### config.mk
export PLATFORM = sky130hd
export DESIGN_NAME = lut3_unit
export DESIGN_NICKNAME = d
export VERILOG_FILES = /design/src/rtl/lut3_pkg.sv /design/src/rtl/lut3_table_sel.sv /design/src/rtl/lut3_bitwise.sv /design/src/rtl/lut3_wordwise.sv /design/src/rtl/lut3_unit.sv
export SDC_FILE = /design/constraint.sdc
export NUM_CORES = 1
export LEC_CHECK = 0
export ABC_CLOCK_PERIOD_IN_PS = 7000
export BUFFER_PORTS_ARGS = -buffer_cell sky130_fd_sc_hd__buf_2
export CAP_MARGIN = 0
export CORE_AREA = 2 2 130 132
export CTS_CLUSTER_SIZE = 20
export DETAILED_ROUTE_END_ITERATION = 16
export DIE_AREA = 0 0 132 134
export GPL_TIMING_DRIVEN = 0
export PLACE_DENSITY = 0.63
export SYNTH_ARGS = -nofsm -noshare
export SYNTH_HDL_FRONTEND = slang
export SYNTH_SLANG_ARGS = --single-unit
### constraint.sdc
create_clock -name clk -period 7 [get_ports clk]
set_input_delay 2.1 -clock clk [delete_from_list [all_inputs] [get_ports clk]]
set_output_delay 2.1 -clock clk [all_outputs]
set_load 0.02 [all_outputs]
### src/rtl/lut3_pkg.sv
package lut3_pkg;

    localparam int DATA_W_DEF = 64;
    localparam int TBL_W      = 8;
    localparam int IDX_W      = $clog2(TBL_W);

    typedef enum logic [1:0] {
        LM_BITWISE = 2'b00,
        LM_WORD    = 2'b01,
        LM_RSV_A   = 2'b10,
        LM_RSV_B   = 2'b11
    } lut_mode_e;

    typedef struct packed {
        logic t;
        logic a;
        logic b;
    } lut_idx_s;

    function automatic logic lut_pick(input logic [TBL_W-1:0] tbl, input lut_idx_s idx);
        return tbl[idx];
    endfunction

endpackage

### src/rtl/lut3_table_sel.sv
module lut3_table_sel
    import lut3_pkg::*;
#(
    parameter int DATA_W = DATA_W_DEF
) (
    input  logic [TBL_W-1:0]  imm_tbl,
    input  logic [DATA_W-1:0] reg_tbl,
    input  logic              from_reg,
    output logic [TBL_W-1:0]  tbl
);
    logic unused_reg_hi;
    assign unused_reg_hi = ^reg_tbl[DATA_W-1:TBL_W];

    always_comb begin
        if (from_reg) tbl = reg_tbl[TBL_W-1:0];
        else          tbl = imm_tbl;
    end
endmodule

### src/rtl/lut3_bitwise.sv
module lut3_bitwise
    import lut3_pkg::*;
#(
    parameter int DATA_W = DATA_W_DEF
) (
    input  logic [DATA_W-1:0] op_t,
    input  logic [DATA_W-1:0] op_a,
    input  logic [DATA_W-1:0] op_b,
    input  logic [TBL_W-1:0]  tbl,
    output logic [DATA_W-1:0] res
);
    for (genvar i = 0; i < DATA_W; i++) begin : g_bit
        lut_idx_s idx;
        assign idx.t  = op_t[i];
        assign idx.a  = op_a[i];
        assign idx.b  = op_b[i];
        assign res[i] = lut_pick(tbl, idx);
    end
endmodule

### src/rtl/lut3_wordwise.sv
module lut3_wordwise
    import lut3_pkg::*;
#(
    parameter int DATA_W = DATA_W_DEF
) (
    input  logic [DATA_W-1:0] op_t,
    input  logic [DATA_W-1:0] op_a,
    input  logic [DATA_W-1:0] op_b,
    input  logic [TBL_W-1:0]  tbl,
    output logic [DATA_W-1:0] res
);
    lut_idx_s idx;

    always_comb begin
        idx.t = |op_t;
        idx.a = |op_a;
        idx.b = |op_b;
        res   = '0;
        res[0] = lut_pick(tbl, idx);
    end
endmodule

### src/rtl/lut3_unit.sv
module lut3_unit
    import lut3_pkg::*;
#(
    parameter int DATA_W = DATA_W_DEF
) (
    input  logic              clk,
    input  logic              rst,
    input  logic [DATA_W-1:0] op_t,
    input  logic [DATA_W-1:0] op_a,
    input  logic [DATA_W-1:0] op_b,
    input  logic [TBL_W-1:0]  imm_tbl,
    input  logic [DATA_W-1:0] reg_tbl,
    input  logic              tbl_from_reg,
    input  logic [1:0]        mode,
    output logic [DATA_W-1:0] result
);
    logic [TBL_W-1:0]  tbl;
    logic [DATA_W-1:0] bit_res;
    logic [DATA_W-1:0] word_res;
    logic [DATA_W-1:0] nxt_res;
    lut_mode_e         mode_e;

    assign mode_e = lut_mode_e'(mode);

    lut3_table_sel #(.DATA_W(DATA_W)) u_sel (
        .imm_tbl (imm_tbl),
        .reg_tbl (reg_tbl),
        .from_reg(tbl_from_reg),
        .tbl     (tbl)
    );

    lut3_bitwise #(.DATA_W(DATA_W)) u_bit (
        .op_t(op_t), .op_a(op_a), .op_b(op_b), .tbl(tbl), .res(bit_res)
    );

    lut3_wordwise #(.DATA_W(DATA_W)) u_word (
        .op_t(op_t), .op_a(op_a), .op_b(op_b), .tbl(tbl), .res(word_res)
    );

    always_comb begin
        unique case (mode_e)
            LM_BITWISE: nxt_res = bit_res;
            LM_WORD:    nxt_res = word_res;
            default:    nxt_res = '0;
        endcase
    end

    always_ff @(posedge clk) begin
        if (rst) result <= '0;
        else     result <= nxt_res;
    end

    // output is clear in the first cycle after reset is released
    a_r1_reset_clear: assert property (@(posedge clk) disable iff (rst)
        $fell(rst) |-> (result == '0));

    // reserved modes give zero
    a_r6_reserved_zero: assert property (@(posedge clk) disable iff (rst)
        (!$past(rst) && $past(mode[1])) |-> (result == '0));

    // whole-word mode leaves only bit 0 possibly set
    a_r5_word_upper_zero: assert property (@(posedge clk) disable iff (rst)
        (!$past(rst) && $past(mode == 2'b01)) |-> (result[DATA_W-1:1] == '0));

    // an all-ones immediate table gives all ones in bitwise mode
    a_r3_imm_all_ones: assert property (@(posedge clk) disable iff (rst)
        (!$past(rst) && $past(mode == 2'b00 && !tbl_from_reg && imm_tbl == 8'hFF))
        |-> (result == '1));

    // register table with a zero low byte gives zero whatever the upper bits hold
    a_r4_reg_low_zero: assert property (@(posedge clk) disable iff (rst)
        (!$past(rst) && $past(mode == 2'b00 && tbl_from_reg && reg_tbl[7:0] == 8'h00))
        |-> (result == '0));

    // output holds while nothing has been captured since the last edge
    a_r7_stable_inputs: assert property (@(posedge clk) disable iff (rst)
        (!$past(rst) && $stable(op_t) && $stable(op_a) && $stable(op_b) &&
         $stable(imm_tbl) && $stable(reg_tbl) && $stable(tbl_from_reg) &&
         $stable(mode)) |=> $stable(result));
endmodule

**Word level (Yosys, flattened, before mapping)**

Index checks and enable logic that the tools add are counted.

- Flip-flop bits (word level): 64
- Memories kept: 0
- ROM bits: 0
- Bits in latches: 0
- Bits in writable memories: 0
- Word-level logic and storage cells: 203

- Bitwise operators: 0
- Shift operators: 0
- Eq/ne operators: 1
- Mux-type cells: 132
- Add/subtract/negate cells: 0
- Reductions and logical operators: 4
- Order comparisons: 65
- Divide/modulo/power cells: 0
- Multipliers: 0

Operators by type and width:

| kind | number |
|---|---|
| less-than comparator 3 x 4 -> 1 bit (second input constant) | 65 |
| binary-select mux 1 bit (select 3 bit) | 65 |
| OR reduction 64 bit | 3 |
| one-hot mux 64 bit (2 select lines) | 1 |
| two-way mux 1 bit | 65 |
| two-way mux 8 bit | 1 |
| == test 2 x 1 -> 1 bit (second input constant) | 1 |
| zero test 2 bit | 1 |

**Depth between registers and ports, before layout**

- Depth after elaboration: 4
- Mapped depth: 8
- Gate-level depth less buffers: 6

**Hierarchy**

A second synthesis with hierarchy kept.

- Cell total of the unflattened synthesis: 596
- Area, all modules: 7398.3 um^2

Modules (own cells, without submodules):

| module | sequential area each (um^2) | cells an instance | instances | area each (um^2) |
|---|---|---|---|---|
| lut3_bitwise | 0.0 | 246 | 1 | 3948.8 |
| lut3_unit | 1281.2 | 207 | 1 | 2348.5 |
| lut3_wordwise | 0.0 | 134 | 1 | 969.7 |
| lut3_table_sel | 0.0 | 9 | 1 | 131.4 |

**Worst setup path before layout**

Ideal clock, no wire load.

- Path kind: in2reg
- Start point: in tbl_from_reg
- End point: reg result[4]
- Data arrival time: 3.514 ns
- Slack: 3.352 ns
- Path buffers: 3
- Stages: 7
- Library setup time: 0.134 ns
- Data required time: 6.866 ns
- Cells stage by stage: buf_4 > mux2_4 > buf_2 > clkbuf_1 > mux4_1 > nor2_1 > a211oi_1

- Word-level cells in the longest chain between the ends: 4

RTL lines:

| item | RTL line | text |
|---|---|---|
| start: declaration | lut3_unit.sv:13 | `input logic tbl_from_reg,` |
| two-way mux 8 bit | lut3_table_sel.sv:15 | `if (from_reg) tbl = reg_tbl[TBL_W-1:0];` |
| binary-select mux 1 bit (select 3 bit) | lut3_pkg.sv:21 | `return tbl[idx];` |
| two-way mux 1 bit (implied by the code) | lut3_pkg.sv:21 |  |
| one-hot mux 64 bit (2 select lines) | lut3_unit.sv:41 | `unique case (mode_e)` |
| end signal: assignment | lut3_unit.sv:50 | `else result <= nxt_res;` |
| end: declaration | lut3_unit.sv:15 | `output logic [DATA_W-1:0] result` |

Every way passes these cells. The select of a mux whose other input is x is not followed.
A chain may end at the register's enable or synchronous reset.

**Worst setup path after layout**

- Start point: in op_a[22]
- End point: reg result[0]

- Word-level cells in the longest chain between the ends: 4

RTL lines:

| item | RTL line | text |
|---|---|---|
| start: declaration | lut3_unit.sv:9 | `input logic [DATA_W-1:0] op_a,` |
| OR reduction 64 bit | lut3_wordwise.sv:16 | `idx.a = \|op_a;` |
| binary-select mux 1 bit (select 3 bit) | lut3_pkg.sv:21 |  |
| two-way mux 1 bit (implied by the code) | lut3_pkg.sv:21 |  |
| one-hot mux 64 bit (2 select lines) | lut3_unit.sv:41 |  |

Every way passes these cells. The select of a mux whose other input is x is not followed.

==> reports/metrics.cfg <==
[synth]
synth_flop_cell=dfxtp_1
syn_avg_cell_area_sq_um=12.4
synth_cells=469
synth.area.top_cells=mux4_2 (45%), dfxtp_1 (22%), a211oi_1 (8.1%)
synthTopCellsByCount=mux4_2 (117), nor2_1 (66), dfxtp_1 (64)
synthArstFlopShare=0
synth.cell_area_sq_um=5830
ys_warn_count=0
synth.most_common_cell=mux4_2
yosysTopAreaCell=mux4_2
synth-seq-cells=64
synth_edf_count=0
synthDistinctLibCells=24
synth_nets=738
synth-seq-area-share=0.220
synth_top_cell_area_share=0.452

[layout]
finalNonFillerCells=986
reg_top3=result (64)
regMostFlops=result
final_area_sq_um=7770
fill_cells=1567
drive_gt1_frac=0.561
largest_reg_flops=64
syn2layout_area_growth_pct=33.2
layout.nets=1024

[die]
core_sq_um=16300
dieArea_sq_um=17700
die_h_microns=134
io_pins=333
die_w_microns=132
rows=47
initial_core_util=0.358

[worst_hold_path]
whs_path_depth=2
min-delay-start=op_t[28]
hold_end=result[28]
hold_class=primary input to register

[run]
maxCapViolations=0

[power]
combPwrFrac=0.365
switching_share=0.320
leakage_nw=3.15
p_total_w=0.00126
netSwitchingPower_w=0.000404
clock_power_share=0.330
power_frac_seq=0.304
peakVddDrop_mv=0.108
intPower_w=0.000857
power_density_nw_per_um2=162

[clock_network]
cts_max_level=3
clk_pin_slew_ns=0.05
clk_path_buf_depth=2
cts_setup_buffers=0
cts_tree=built
holdBufCountCts=0
cts_resized=0
cts_root_buf=clkbuf_16
cts.sinks=64
numCtsBuffers=9

[sta]
worst_pin_slew_ns=0.702
hold_viol=0
layout_min_cycle_time_ns=3.98
slew_violations=0
hold_ws_ns=1.97
post-route-period-util=0.568
fmax_mhz=251
finalSetupViolCount=0
rsz0062_at_grt=no
setup_tns_ns=0
relSlewSlack=0.528

[setup_path]
crit_top_cell=nor4_1
crit_type=primary input to register
critPathRequiredTime_ns=7.27
crit_slowest_cell=nor4_1
path_max_fanout=4
crit_path_cell_trace=buf_2 > nor4_1 > nand4_1 > nor4_1 > and2b_2 > a22oi_1 > a31oi_1
cp-start-kind=primary input
slowest_delay_ns=0.67
arrival_ns=4.24
end_kind=register

[global_route]
grt_overflow=0
antenna_found_initial=8
grt_usage=0.282
grt_start_max_net_pins=11
grt_pass1_vias=6083
grt_pass1_wl_mm=37.0

[placement]
portBuffers=275
dp.cells=964
dpl-instance-area_sq_um=7480
globalplace.congestion=0.891
hpwl_mm=19.8

[drt]
avgViaCountPerCell=6.34
via_count=6248
drt_wl_total_mm=25.3
drtIter0Drc=645
firstDrtPassIters=5
drc=0
antenna_left=0
wl_per_cell_microns=25.7

[run_status]
outcome=finished clean

==> worst max-delay path: cells and delay by family <==
family,cells,cell delay [ns]
AOI/OAI and AO/OA,2,0.23
buffers and inverters,1,0.13
and+or+nand+nor,4,1.77
==> cells by family (layout without fill, tap and decap cells) <==
kind of cell	after synthesis	after routing	synth area share
AO/OA/AOI/OAI	68	68	0.0865
buffers and inverters	64	352	0.0436
flip-flops	64	64	0.220
multiplexers	140	140	0.526
other	0	9	0
AND/OR/NAND/NOR	133	133	0.124
==> power by group through the flow <==
stage,Sequential [W],Combinational [W],Clock [W]
global route,0.000384,0.000487,0.000443
floorplan,0.000410,0.000246,0
detailed placement,0.000391,0.000454,0
finish,0.000384,0.000461,0.000417
CTS,0.000384,0.000454,0.000425
global placement,0.000391,0.000450,0
==> metal layers <==
layer	part of all wire	track usage	up-vias
li1	-	-	2620
met1	0.39	0.372	3107
met2	0.47	0.448	456
met3	0.10	0.0707	65
met4	0.037	0.118	0
met5	0	0	-
==> cell usage in the layout (no fill, tap or decap), types with 2 or more instances in the layout <==
| master | n |
|---|---|
| mux4_2 | 117 |
| nor4_1 | 45 |
| nor2_1 | 66 |
| diode_2 | 9 |
| nor4_2 | 4 |
| clkbuf_1 | 55 |
| mux2i_1 | 7 |
| mux4_1 | 11 |
| clkbuf_16 | 9 |
| mux2_4 | 5 |
| a211oi_1 | 63 |
| nand4_1 | 12 |
| nor4_4 | 2 |
| buf_2 | 283 |
| dfxtp_1 | 64 |
| clkbuf_8 | 2 |
==> per-stage QoR <==
stage,worst slack [ns],util
5_1_grt,2.88,0.477
2_1_floorplan,3.35,-
3_3_place_gp,2.68,0.459
6_report,3.02,0.477
3_5_place_dp,2.65,0.459
4_1_cts,2.98,0.475
==> layout make-up <==
| class | instances | area [sq um] | area share |
|---|---|---|---|
| Timing Repair Buffer | 275 | 1380 | 0.177 |
| Clock buffer | 12 | 256 | 0.0330 |
| Sequential cell | 64 | 1280 | 0.165 |
| Buffer | 64 | 254 | 0.0327 |
| Multi-Input combinational cell | 341 | 4300 | 0.553 |
| Antenna cell | 9 | 22.5 | 0.00290 |
| Tap cell | 220 | 275 | 0.0354 |
| Clock inverter | 1 | 5.00 | 0.000644 |
==> worst max-delay path by stage <==
stage | slack [ns] | end | startpoint
floorplan | 3.35 | result[4] | tbl_from_reg
global placement | 2.68 | result[0] | op_a[22]
detailed placement | 2.65 | result[0] | op_a[22]
CTS | 2.98 | result[0] | op_a[22]
global route | 2.88 | result[0] | op_a[22]
finish | 3.02 | result[0] | op_a[22]
Note: power is estimated with default switching activity, not from simulation.
